File: src/rtl/bootcfg_pkg.sv
package bootcfg_pkg;

    // Driver strength encoding (bits 14:13 of the mode word)
    typedef enum logic [1:0] {
        DRV_67  = 2'b00,
        DRV_50  = 2'b01,
        DRV_100 = 2'b10,
        DRV_83  = 2'b11
    } drive_code_e;

    localparam int LOW_BITS      = 15;
    localparam logic [3:0] WB_MAX = 4'd8;
    localparam logic [2:0] MULT_RSV = 3'd7;

    typedef struct packed {
        logic        high_nz;  // any bit above the low field set
        logic        bus32;    // bit 12
        logic        tmr_off;  // bit 11
        drive_code_e drv;      // bits 14:13
        logic [1:0]  wr;       // bits 10:9
        logic        be;       // bit 8
        logic [2:0]  mult;     // bits 7:5
        logic [3:0]  wb;       // bits 4:1
        logic        rsv0;     // bit 0
    } mode_t;

    function automatic mode_t unpack_low(input logic [LOW_BITS-1:0] b, input logic hi);
        mode_t m;
        m.high_nz = hi;
        m.drv     = drive_code_e'(b[14:13]);
        m.bus32   = b[12];
        m.tmr_off = b[11];
        m.wr      = b[10:9];
        m.be      = b[8];
        m.mult    = b[7:5];
        m.wb      = b[4:1];
        m.rsv0    = b[0];
        return m;
    endfunction

    function automatic logic [6:0] pct_of(input drive_code_e d);
        case (d)
            DRV_100: return 7'd100;
            DRV_83:  return 7'd83;
            DRV_67:  return 7'd67;
            default: return 7'd50;
        endcase
    endfunction

    function automatic logic [3:0] mult_of(input logic [2:0] c);
        if (c == MULT_RSV) return 4'd0;
        return {1'b0, c} + 4'd2;
    endfunction

    function automatic logic mode_bad(input mode_t m);
        return m.rsv0 | m.high_nz | (m.mult == MULT_RSV) | (m.wb > WB_MAX);
    endfunction

endpackage

File: src/rtl/bootcfg_clkdiv.sv
module bootcfg_clkdiv #(
    parameter int DIV = 256
) (
    input  logic clk,
    input  logic rst,
    input  logic run,
    output logic ser_clk,
    output logic tick
);
    localparam int CW   = (DIV > 2) ? $clog2(DIV) : 1;
    localparam int HALF = DIV / 2;

    logic [CW-1:0] cnt;

    always_ff @(posedge clk) begin
        if (rst || !run) begin
            cnt     <= '0;
            ser_clk <= 1'b0;
        end else begin
            cnt <= (cnt == CW'(DIV - 1)) ? '0 : cnt + CW'(1);
            if (cnt == CW'(HALF - 1))
                ser_clk <= 1'b1;
            else if (cnt == CW'(DIV - 1))
                ser_clk <= 1'b0;
        end
    end

    // High for the master edge on which ser_clk rises
    assign tick = run && (cnt == CW'(HALF - 1));

endmodule

File: src/rtl/bootcfg_shifter.sv
module bootcfg_shifter #(
    parameter int NBITS = 256,
    parameter int CNTW  = $clog2(NBITS + 1)
) (
    input  logic             clk,
    input  logic             rst,
    input  logic             run,
    input  logic             tick,
    input  logic             ser_in,
    output logic [NBITS-1:0] word,
    output logic [CNTW-1:0]  bit_cnt,
    output logic             full
);
    assign full = (bit_cnt == CNTW'(NBITS));

    always_ff @(posedge clk) begin
        if (rst || !run) begin
            bit_cnt <= '0;
            word    <= '0;
        end else if (tick && !full) begin
            word    <= {ser_in, word[NBITS-1:1]};   // first bit ends at index 0
            bit_cnt <= bit_cnt + CNTW'(1);
        end
    end

endmodule

File: src/rtl/bootcfg_decode.sv
module bootcfg_decode
    import bootcfg_pkg::*;
#(
    parameter int NBITS = 256
) (
    input  logic             clk,
    input  logic             rst,
    input  logic             run,
    input  logic             full,
    input  logic [NBITS-1:0] word,
    output logic             done,
    output mode_t            mode
);
    always_ff @(posedge clk) begin
        if (rst || !run) begin
            done <= 1'b0;
            mode <= '0;
        end else if (full && !done) begin
            done <= 1'b1;
            mode <= unpack_low(word[LOW_BITS-1:0], |word[NBITS-1:LOW_BITS]);
        end
    end

endmodule

File: src/rtl/bootcfg_loader.sv
module bootcfg_loader
    import bootcfg_pkg::*;
#(
    parameter int DIV   = 256,
    parameter int NBITS = 256
) (
    input  logic       clk,
    input  logic       rst,
    input  logic       pwr_ok,
    input  logic       ser_in,
    output logic       ser_clk,
    output logic       done,
    output logic       cfg_err,
    output logic [6:0] drive_pct,
    output logic       tmr_int_off,
    output logic       bus_is32,
    output logic [1:0] wr_mode,
    output logic       big_endian,
    output logic [3:0] clk_mult,
    output logic [3:0] wb_code
);
    localparam int CNTW = $clog2(NBITS + 1);

    logic             tick;
    logic             full;
    logic [NBITS-1:0] word;
    logic [CNTW-1:0]  bit_cnt;
    mode_t            mode;

    bootcfg_clkdiv #(.DIV(DIV)) u_div (
        .clk(clk), .rst(rst), .run(pwr_ok), .ser_clk(ser_clk), .tick(tick)
    );

    bootcfg_shifter #(.NBITS(NBITS), .CNTW(CNTW)) u_shift (
        .clk(clk), .rst(rst), .run(pwr_ok), .tick(tick), .ser_in(ser_in),
        .word(word), .bit_cnt(bit_cnt), .full(full)
    );

    bootcfg_decode #(.NBITS(NBITS)) u_dec (
        .clk(clk), .rst(rst), .run(pwr_ok), .full(full), .word(word),
        .done(done), .mode(mode)
    );

    assign drive_pct   = pct_of(mode.drv);
    assign tmr_int_off = mode.tmr_off;
    assign bus_is32    = mode.bus32;
    assign wr_mode     = mode.wr;
    assign big_endian  = mode.be;
    assign clk_mult    = mult_of(mode.mult);
    assign wb_code     = mode.wb;
    assign cfg_err     = done && mode_bad(mode);

endmodule

File: config.mk
export PLATFORM = sky130hd
export DESIGN_NAME = bootcfg_loader
export DESIGN_NICKNAME = d
export VERILOG_FILES = /design/src/rtl/bootcfg_pkg.sv /design/src/rtl/bootcfg_clkdiv.sv /design/src/rtl/bootcfg_shifter.sv /design/src/rtl/bootcfg_decode.sv /design/src/rtl/bootcfg_loader.sv
export SDC_FILE = /design/constraint.sdc
export NUM_CORES = 1
export LEC_CHECK = 0
export ABC_AREA = 1
export BUFFER_PORTS_ARGS = -buffer_cell sky130_fd_sc_hd__buf_2
export CAP_MARGIN = 20
export CELL_PAD_IN_SITES_DETAIL_PLACEMENT = 0
export CELL_PAD_IN_SITES_GLOBAL_PLACEMENT = 2
export CORE_ASPECT_RATIO = 1.5
export CORE_MARGIN = 3
export CORE_UTILIZATION = 36
export CTS_CLUSTER_SIZE = 8
export DETAILED_ROUTE_END_ITERATION = 8
export GPL_ROUTABILITY_DRIVEN = 0
export PLACE_DENSITY_LB_ADDON = 0.1
export SYNTH_ARGS = -nofsm -noshare
export SYNTH_HDL_FRONTEND = slang
export SYNTH_SLANG_ARGS = --single-unit
File: constraint.sdc
create_clock -name clk -period 2.35 [get_ports clk]
set_input_delay 0.3525 -clock clk [delete_from_list [all_inputs] [get_ports clk]]
set_output_delay 0.3525 -clock clk [all_outputs]
set_load 0.005 [all_outputs]
==> flow_metrics.py, run 1 <==
metrics = {
    "pwr": {
        "power_density_nw_per_um2": 808,
        "leakage_nw": 4.86,
        "peakVddDrop_uv": 604,
        "power.total_w": 0.0104,
    },
    "synthesis": {
        "yosysUniqueCellTypes": 31,
        "synth.avg_cell_area_um2": 7.28,
        "synth_top_family_by_area": "simple AND/OR/NAND/NOR gates",
        "syn-num-nets": 1571,
        "yosysTopAreaCell": "dfxtp_1",
        "synth_top_area_share_pct": 51.3,
        "synth-xor-area-share_pct": 0.694,
        "synth_seq_cells": 291,
        "syn_area_um2": 11400,
        "synth_compound_area_share_pct": 12.9,
        "yosys.area_share.simple_pct": 28.0,
        "yosysWarnings": 0,
        "synthAdderAreaFrac_pct": 0.882,
        "synth_seq_area_share_pct": 51.3,
        "synthTopCellsByArea": "dfxtp_1, nor2_1, o21ai_0",
        "postSynthCellCount": 1559,
        "muxShareOfSynthArea_pct": 0,
    },
    "routing": {
        "drt_first_pass_iters": 4,
        "vias": 9317,
        "routed_wl_um": 25500,
        "ant_nets": 0,
        "wl_per_cell_um": 13.0,
        "post-route-drc-count": 0,
        "drt_iter0_drc": 400,
        "avgViaCountPerCell": 4.75,
    },
    "timing": {
        "setup_ws_ps": 252,
        "setup_viol": 0,
        "slew_viol_final": 0,
        "fin_worst_skew_ps": 17.1,
        "rsz0062_at_grt": "no",
        "hold_viol": 0,
        "tns_ps": 0,
        "fin_crit_ps": 2100,
        "fmax_ghz": 0.477,
        "worst_pin_slew_ps": 744,
        "min_period_over_period_pct": 89.3,
        "maxSlewHeadroom_pct": 50.4,
    },
    "cts": {
        "cts_tree": "built",
        "clockRootBuffer": "clkbuf_16",
        "hold_buffers": 0,
        "cts_setup_buffers": 0,
        "insertion_delay_ps": 530,
        "cts_resized": 0,
        "htree_num_levels": 2,
        "path_clk_slew_ps": 50,
        "cts_buffers": 42,
        "clock-sinks": 291,
        "cts_buffer_depth": 3,
    },
    "worst_setup_path": {
        "crit_buf_inv": 2,
        "crit_type": "flop to flop",
        "critical_path.max_stage_delay_ps": 350,
        "cp_cell_sequence": "ha_1, nand2_1, inv_2, nand3_2, nor2_2, nand2_1, nor2_2, nand2_8, buf_4, o21ai_0, nor2_1",
        "crit_arrival_ps": 2500,
        "crit_path_start_kind": "flop",
        "critPathSlowestCell": "dfxtp_1",
        "crit_family": "simple AND/OR/NAND/NOR gates",
        "worstPathRequired_ps": 2750,
        "critPathMaxFanout": 74,
        "endpoint_kind": "flop",
    },
    "place": {
        "hpwl_um": 15500,
        "placed_area_um2": 11700,
        "place_ws_ps": 305,
        "io_buffers": 25,
    },
    "floorplan": {
        "start_util_pct": 36.6,
        "std_cell_rows": 79,
        "dieArea_um2": 33800,
        "dieWidth_um": 151,
        "coreArea_um2": 31000,
        "io_pins": 27,
        "dieHeight_um": 224,
    },
    "final_layout": {
        "drive_gt1_share_pct": 7.00,
        "fin_area_um2": 12800,
        "fin_nets": 1569,
        "diodes": 0,
        "fillCellCount": 3276,
        "layout_common_cells": "nor2_1, dfxtp_1, o21ai_0",
        "final_common_cell": "nor2_1",
        "area_growth_pct": 13.1,
    },
    "global_route": {
        "grt_pass1_vias": 9012,
        "grt_overflow": 0,
        "grt_pass1_wl_um": 44000,
        "grt_max_degree": 75,
        "grt_antenna_before_repair": 0,
        "track_usage_pct": 15.5,
    },
    "flow_run": {
        "max-cap-violations": 0,
    },
    "status": {
        "status": "finished clean",
    },
    "worst_hold_path": {
        "hold_class": "primary input to flop",
    },
}
[cells in the mapped netlist (all sizes together)]
cell / number
a211oi: 3
a21boi: 1
a21oi: 11
a31oi: 1
buf: 49
clkbuf: 49
conb: 1
dfxtp: 291
ha: 8
inv: 31
nand2: 98
nand3: 7
nand3b: 2
nand4: 7
nor2: 710
nor3: 5
o21a: 1
o21ai: 272
o31ai: 1
or2: 1
or3: 1
xnor2: 1
xor2: 8
[routing by layer]
layer / routed length (um) / track usage, % / up-vias
met4: 655 / 5.18 / 0
met2: 12200 / 26.3 / 101
met1: 12000 / 19.7 / 4253
met3: 726 / 2.93 / 48
li1: - / - / 4915
met5: 0 / 0 / -
[cell type report]
cell class,instances,area [um^2],area share (%)
multi-input cells,1139,4850,37.8
well taps,405,507,3.95
inverters,31,124,0.965
clock inverters,2,16.3,0.127
clock buffers,43,1080,8.38
flip-flops and latches,291,5830,45.4
repair buffers,52,440,3.43
[power breakdown]
part,switching [W],leakage [nW],internal (W)
registers,0.00000114,2.34,0.00495
clock network,0.00202,0.535,0.00319
logic,0.000134,1.98,0.0000757
[metrics by stage]
stage	std cells	util (%)	hold slack [ps]
2_1_floorplan	1559	-	418
5_1_grt	1963	41.4	97.1
3_5_place_dp	1918	37.8	453
6_report	1963	41.4	88.3
4_1_cts	1963	41.4	50.9
3_3_place_gp	1918	37.8	432
[registers in the layout, summed over array words and instances (netlist names)]
register,flops
u_dec.done,1
u_dec.mode,16
u_shift.word,256
u_shift.bit_cnt,9
u_div.cnt,8
u_div.ser_clk,1
[worst reg2reg max path: cells and delay by family (launching register included)]
family                   cells  cell delay (ps)
flip-flops                   1              350
AND/OR/NAND/NOR              7              690
adder cells (fa/ha/maj)      1              170
AO/OA/AOI/OAI                1              360
buffers and inverters        2              420
[cells by family after synthesis]
group	Yosys count
DFF	291
other	1
buffers and inverters	129
and+or+nand+nor	831
adders and majority gates	8
xor gates and xnor gates	9
AOI/OAI and AO/OA	290
[final timing paths]
| check | from | endpoint | slack, ps | depth (start not counted) |
|---|---|---|---|---|
| worst max-delay path | u_div.cnt[0] | u_shift.word[111] | 250 | 11 |
| worst min-delay path | ser_in | u_shift.word[255] | 90 | 3 |
| worst max register to register | u_div.cnt[0] | u_shift.word[111] | 250 | 11 |
| worst min register to register | u_div.cnt[0] | u_div.cnt[0] | 460 | 1 |
(Power assumes the default switching activity.)
==> inputs of run 2 (changes only) <==
==> constraint.sdc (replaced) <==
create_clock -name clk -period 1.95 [get_ports clk]
set_input_delay 0.2925 -clock clk [delete_from_list [all_inputs] [get_ports clk]]
set_output_delay 0.2925 -clock clk [all_outputs]
set_load 0.005 [all_outputs]
==> run 2 against run 1 <==
Register-to-register slack got worse by 100 ps. Setup slack lost 120 ps. Clock power rose by 23%. Clock-buffer cell count up 2. Sequential share of layout area decreased by 1.8 points. Total power increased by 22%. Clock skew is 9.1 ps lower. Flip-flop and latch count unchanged. Non-clock buffer count rose by 16. Utilization grew 1.7 points. Critical path depth down 8. Final cell count up 0.97%.
==> flow_metrics.py, run 2 (synthesis gave the netlist of run 1 again) <==
metrics = {
    "status": {
        "status": "finished clean",
    },
    "final_layout": {
        "fin_nets": 1587,
        "layout_common_cells": "nor2_1, dfxtp_1, o21ai_1",
        "largest_register": "u_shift.word",
        "drive_gt1_share_pct": 8.62,
        "fillCellCount": 3273,
        "diodes": 0,
        "final_cells": 1982,
        "final_common_cell": "nor2_1",
        "reg_top3": "u_shift.word (256), u_dec.mode (16), u_shift.bit_cnt (9)",
        "area_growth_pct": 17.8,
        "largest_reg_flops": 256,
        "utilization_pct": 43.1,
    },
    "cts": {
        "clock-sinks": 291,
        "cts_buffers": 42,
        "cts_buffer_depth": 3,
        "insertion_delay_ps": 520,
        "cts_tree": "built",
        "path_clk_slew_ps": 50,
        "htree_num_levels": 2,
        "clockRootBuffer": "clkbuf_16",
    },
    "routing": {
        "post-route-drc-count": 0,
        "avgViaCountPerCell": 4.73,
        "drt_iter0_drc": 389,
        "ant_nets": 0,
        "drt_first_pass_iters": 4,
        "routed_wl_um": 26700,
        "wl_per_cell_um": 13.5,
        "vias": 9378,
    },
    "pwr": {
        "power_switching_w": 0.00259,
        "internal_power_w": 0.0101,
        "seqPwrFrac_pct": 47.2,
        "peakVddDrop_uv": 595,
        "comb_power_share_pct": 2.0,
        "power.share.switching_pct": 20.5,
        "leakage_nw": 5.10,
        "power_density_nw_per_um2": 946,
        "p_clk_share_pct": 50.9,
    },
    "worst_setup_path": {
        "critPathSlowestCell": "o31ai_1",
        "crit_type": "flop to primary output",
        "critical_path.max_stage_delay_ps": 350,
        "r2r-start": "u_div.cnt[1]",
        "worstSetupStartpoint": "u_dec.mode[1]",
        "cp_cell_sequence": "o31ai_1, a31oi_1, buf_2",
        "crit_path_start_kind": "flop",
        "worstRegToRegCells": 12,
        "crit_arrival_ps": 1520,
        "cp_num_cells": 3,
        "endpoint_kind": "primary output",
        "crit_buf_inv": 1,
        "crit_family": "compound AO/OA/AOI/OAI gates",
        "critPathMaxFanout": 3,
        "worstPathRequired_ps": 1660,
    },
    "floorplan": {
        "dieHeight_um": 224,
        "start_util_pct": 36.6,
        "std_cell_rows": 79,
        "coreArea_um2": 31000,
        "dieArea_um2": 33800,
        "dieWidth_um": 151,
        "io_pins": 27,
    },
    "timing": {
        "setup_viol": 0,
        "hold_viol": 0,
        "fmax_ghz": 0.551,
        "min_period_over_period_pct": 93.1,
        "fin_worst_skew_ps": 8.07,
        "maxSlewHeadroom_pct": 65.1,
        "worst_pin_slew_ps": 520,
        "slew_viol_final": 0,
        "fin_crit_ps": 1820,
    },
    "place": {
        "dp_cells": 1920,
        "hpwl_um": 15200,
        "io_buffers": 25,
    },
    "global_route": {
        "grt_pass1_vias": 8770,
        "track_usage_pct": 15.1,
        "grt_max_degree": 101,
        "grt_antenna_before_repair": 0,
        "grt_overflow": 0,
        "grt_pass1_wl_um": 42900,
    },
    "worst_hold_path": {
        "hp-start": "ser_in",
        "hold_class": "primary input to flop",
        "whs_path_depth": 3,
    },
    "flow_run": {
        "max-cap-violations": 0,
    },
}
==> run 2: final cells by class <==
class	count	area (um^2)	area share (%)
inverters	31	145	1.09
clock inverters	1	7.51	0.0561
flip-flops and latches	291	5830	43.6
clock buffers	45	1130	8.42
well taps	405	507	3.79
multi-input cells	1139	4880	36.5
repair inverters	2	31.3	0.234
repair buffers	68	846	6.33
==> run 2: through the flow <==
step / TNS (ps) / hold WS (ps) / setup slack (ps) / area (um^2) / power (W)
2_1_floorplan: 0 / 418 / 328 / 11400 / 0.00626
3_3_place_gp: 0 / 456 / 30.0 / 11800 / 0.00633
3_5_place_dp: 0 / 471 / 0.00488 / 11800 / 0.00633
4_1_cts: -76.3 / 57.1 / -15.3 / 12900 / 0.0129
5_1_grt: -1.62 / 82.2 / -1.58 / 13400 / 0.0132
6_report: 0 / 71.0 / 135 / 13400 / 0.0126
==> run 2: worst reg2reg max path: cells and delay by family (launching register included) <==
family	cells	cell delay (ps)
and+or+nand+nor	7	610
buffers and inverters	3	390
DFF	1	330
adders and majority gates	1	160
AOI/OAI and AO/OA	1	210
==> run 2: what timing repair did <==
action	in CTS	in global routing
hold buffers	0	0
setup buffers	0	6
gates resized for setup	1	79
gates cloned	0	10
setup endpoints to repair	12	259
==> run 2: worst paths after layout <==
check / end / slack [ps]
max: cfg_err / 130
min: u_shift.word[255] / 70
max reg2reg: u_shift.word[119] / 150
min reg2reg: u_div.ser_clk / 480
==> run 2: power by group through the flow <==
stage          combinational, W  clock, W  sequential (W)
2_1_floorplan          0.000183         0         0.00608
3_3_place_gp           0.000247         0         0.00608
3_5_place_dp           0.000247         0         0.00608
4_1_cts                0.000248   0.00670         0.00596
5_1_grt                0.000288   0.00694         0.00595
6_report               0.000248   0.00643         0.00596
==> run 2: per-layer routing <==
metal / up-vias / part of all wire, % / global-route usage (%)
li1: 4963 / - / -
met4: 0 / 2.4 / 5.06
met3: 46 / 2.9 / 2.87
met5: - / 0 / 0
met1: 4289 / 45 / 18.9
met2: 80 / 49 / 26.1
==> inputs of run 3 (changes only) <==
--- a/config.mk
+++ b/config.mk
@@ -17,6 +17,7 @@
 export DETAILED_ROUTE_END_ITERATION = 8
 export GPL_ROUTABILITY_DRIVEN = 0
 export PLACE_DENSITY_LB_ADDON = 0.1
+export RECOVER_POWER = 25
 export SYNTH_ARGS = -nofsm -noshare
 export SYNTH_HDL_FRONTEND = slang
 export SYNTH_SLANG_ARGS = --single-unit
==> constraint.sdc (replaced) <==
create_clock -name clk -period 1.95 [get_ports clk]
set_input_delay 0.39 -clock clk [delete_from_list [all_inputs] [get_ports clk]]
set_output_delay 0.39 -clock clk [all_outputs]
set_load 0.005 [all_outputs]
==> run 3 against run 2 <==
Maximum frequency down 3.2%. Setup slack worse by 60 ps. Largest power group unchanged. Clock-buffer cell count unchanged. Global-route usage about the same. Die area unchanged.
==> flow_metrics.py, run 3 (synthesis gave the netlist of run 1 again) <==
metrics = {
    "routing": {
        "dr.max_layer_used": "met4",
        "post-route-drc-count": 0,
        "routed-wl-met3_um": 683,
        "drt_first_pass_iters": 4,
        "drt-met1-wl_um": 12300,
        "drt_iter0_drc": 357,
        "ant_nets": 0,
        "vias": 9414,
        "routed_wl_um": 26900,
        "wl_met2_um": 13400,
        "wl_per_cell_um": 13.6,
        "avgViaCountPerCell": 4.75,
    },
    "final_layout": {
        "fillCellCount": 3211,
        "seqCellArea_um2": 5830,
        "diodes": 0,
        "area_growth_pct": 17.9,
        "largest_register": "u_shift.word",
        "final_common_cell": "nor2_1",
        "largest_reg_flops": 256,
        "reg_top3": "u_shift.word (256), u_dec.mode (16), u_shift.bit_cnt (9)",
        "multi_input_area_um2": 4900,
        "layout_common_cells": "nor2_1, dfxtp_1, o21ai_1",
        "fin_area_um2": 13400,
        "fin_nets": 1587,
        "utilization_pct": 43.1,
        "drive_gt1_share_pct": 8.75,
    },
    "worst_setup_path": {
        "r2r-start": "u_div.cnt[0]",
        "worstSetupStartpoint": "u_div.cnt[0]",
        "endpoint_kind": "flop",
        "crit_type": "flop to flop",
        "crit_path_start_kind": "flop",
        "crit_arrival_ps": 2280,
        "critPathMaxFanout": 32,
        "worstPathRequired_ps": 2360,
    },
    "pwr": {
        "peakVddDrop_uv": 599,
        "p_clk_share_pct": 51.1,
        "power_switching_w": 0.00264,
        "seqPwrFrac_pct": 46.9,
        "leakage_nw": 5.09,
        "internal_power_w": 0.0101,
        "comb_power_share_pct": 2.0,
        "power_density_nw_per_um2": 949,
        "power.share.switching_pct": 20.8,
    },
    "timing": {
        "worst_pin_slew_ps": 499,
        "fmax_ghz": 0.533,
        "maxSlewHeadroom_pct": 66.5,
        "rsz0062_at_grt": "yes",
        "hold_viol": 0,
        "setup_viol": 0,
        "fin_worst_skew_ps": 13.0,
        "slew_viol_final": 0,
        "min_period_over_period_pct": 96.2,
        "fin_crit_ps": 1880,
    },
    "flow_run": {
        "max-cap-violations": 0,
    },
    "cts": {
        "path_clk_slew_ps": 50,
        "clockRootBuffer": "clkbuf_16",
        "insertion_delay_ps": 520,
        "cts_tree": "built",
        "cts_buffer_depth": 3,
        "clock-sinks": 291,
        "cts_buffers": 42,
        "htree_num_levels": 2,
    },
    "floorplan": {
        "dieHeight_um": 224,
        "dieArea_um2": 33800,
        "std_cell_rows": 79,
        "coreArea_um2": 31000,
        "io_pins": 27,
        "start_util_pct": 36.6,
        "dieWidth_um": 151,
    },
    "worst_hold_path": {
        "hold_class": "primary input to flop",
        "hp-start": "ser_in",
    },
    "global_route": {
        "grt_overflow": 0,
        "grt_pass1_wl_um": 43000,
        "grt_antenna_before_repair": 0,
        "grt_pass1_vias": 8836,
        "grt_max_degree": 101,
        "track_usage_pct": 15.2,
    },
    "place": {
        "placed_area_um2": 11800,
        "io_buffers": 25,
        "hpwl_um": 15200,
    },
    "status": {
        "status": "finished clean",
    },
}
run 3: critical path, cell delays in order, from the launching register on:
cell and delay [ps]:
dfxtp_1 330, ha_1 160, nand2_1 70, inv_2 70, nand3_2 90, nor2_4 100, nand2_2 70, nor2_4 200
buf_12 140, nand2_8 110, buf_12 190, o21ai_0 160, nor2_1 50
run 3: metal layers:
layer / track usage, % / vias up
met5: 0 / -
met4: 4.98 / 0
met3: 2.84 / 45
met2: 26.4 / 77
met1: 18.7 / 4332
li1: - / 4960
run 3: layout make-up:
cell class                      instances  area share [%]
Timing Repair inverter                  2           0.206
Multi-Input combinational cell       1140            36.6
Tap cell                              405            3.78
Sequential cell                       291            43.5
Clock inverter                          1          0.0561
Inverter                               31            1.08
Clock buffer                           45            8.41
Timing Repair Buffer                   67            6.30
run 3: power by group through the flow:
stage	logic, W	clock network [W]	registers, W
2_1_floorplan	0.000183	0	0.00608
3_3_place_gp	0.000252	0	0.00608
3_5_place_dp	0.000252	0	0.00608
4_1_cts	0.000253	0.00675	0.00596
5_1_grt	0.000295	0.00698	0.00595
6_report	0.000256	0.00649	0.00596
run 3: worst paths after layout:
path              cells after the start  slack, ps                 to
setup / recovery                     12         70   u_shift.word[65]
hold / removal                        3        180  u_shift.word[255]
setup reg to reg                     12         70   u_shift.word[65]
hold reg to reg                       2        490    u_shift.word[0]
run 3: per-stage QoR:
stage / TNS, ps / power [W] / worst slack, ps / hold WS (ps) / std cells
floorplan: 0 / 0.00626 / 328 / 418 / 1559
global placement: 0 / 0.00633 / 25.4 / 458 / 1921
detailed placement: 0 / 0.00633 / 4.32 / 481 / 1921
CTS: 0 / 0.0130 / 0.669 / 154 / 1968
global route: -614 / 0.0132 / -46.7 / 196 / 1982
finish: 0 / 0.0127 / 74.4 / 176 / 1982
run 3: timing repair:
| action | 4_1_cts | 5_1_grt |
|---|---|---|
| setup endpoints to repair | 5 | 251 |
| gates resized for setup | 6 | 98 |
| gates cloned | 0 | 11 |
| pin swaps | 0 | 2 |
| setup buffers | 1 | 3 |
| hold buffers | 0 | 0 |
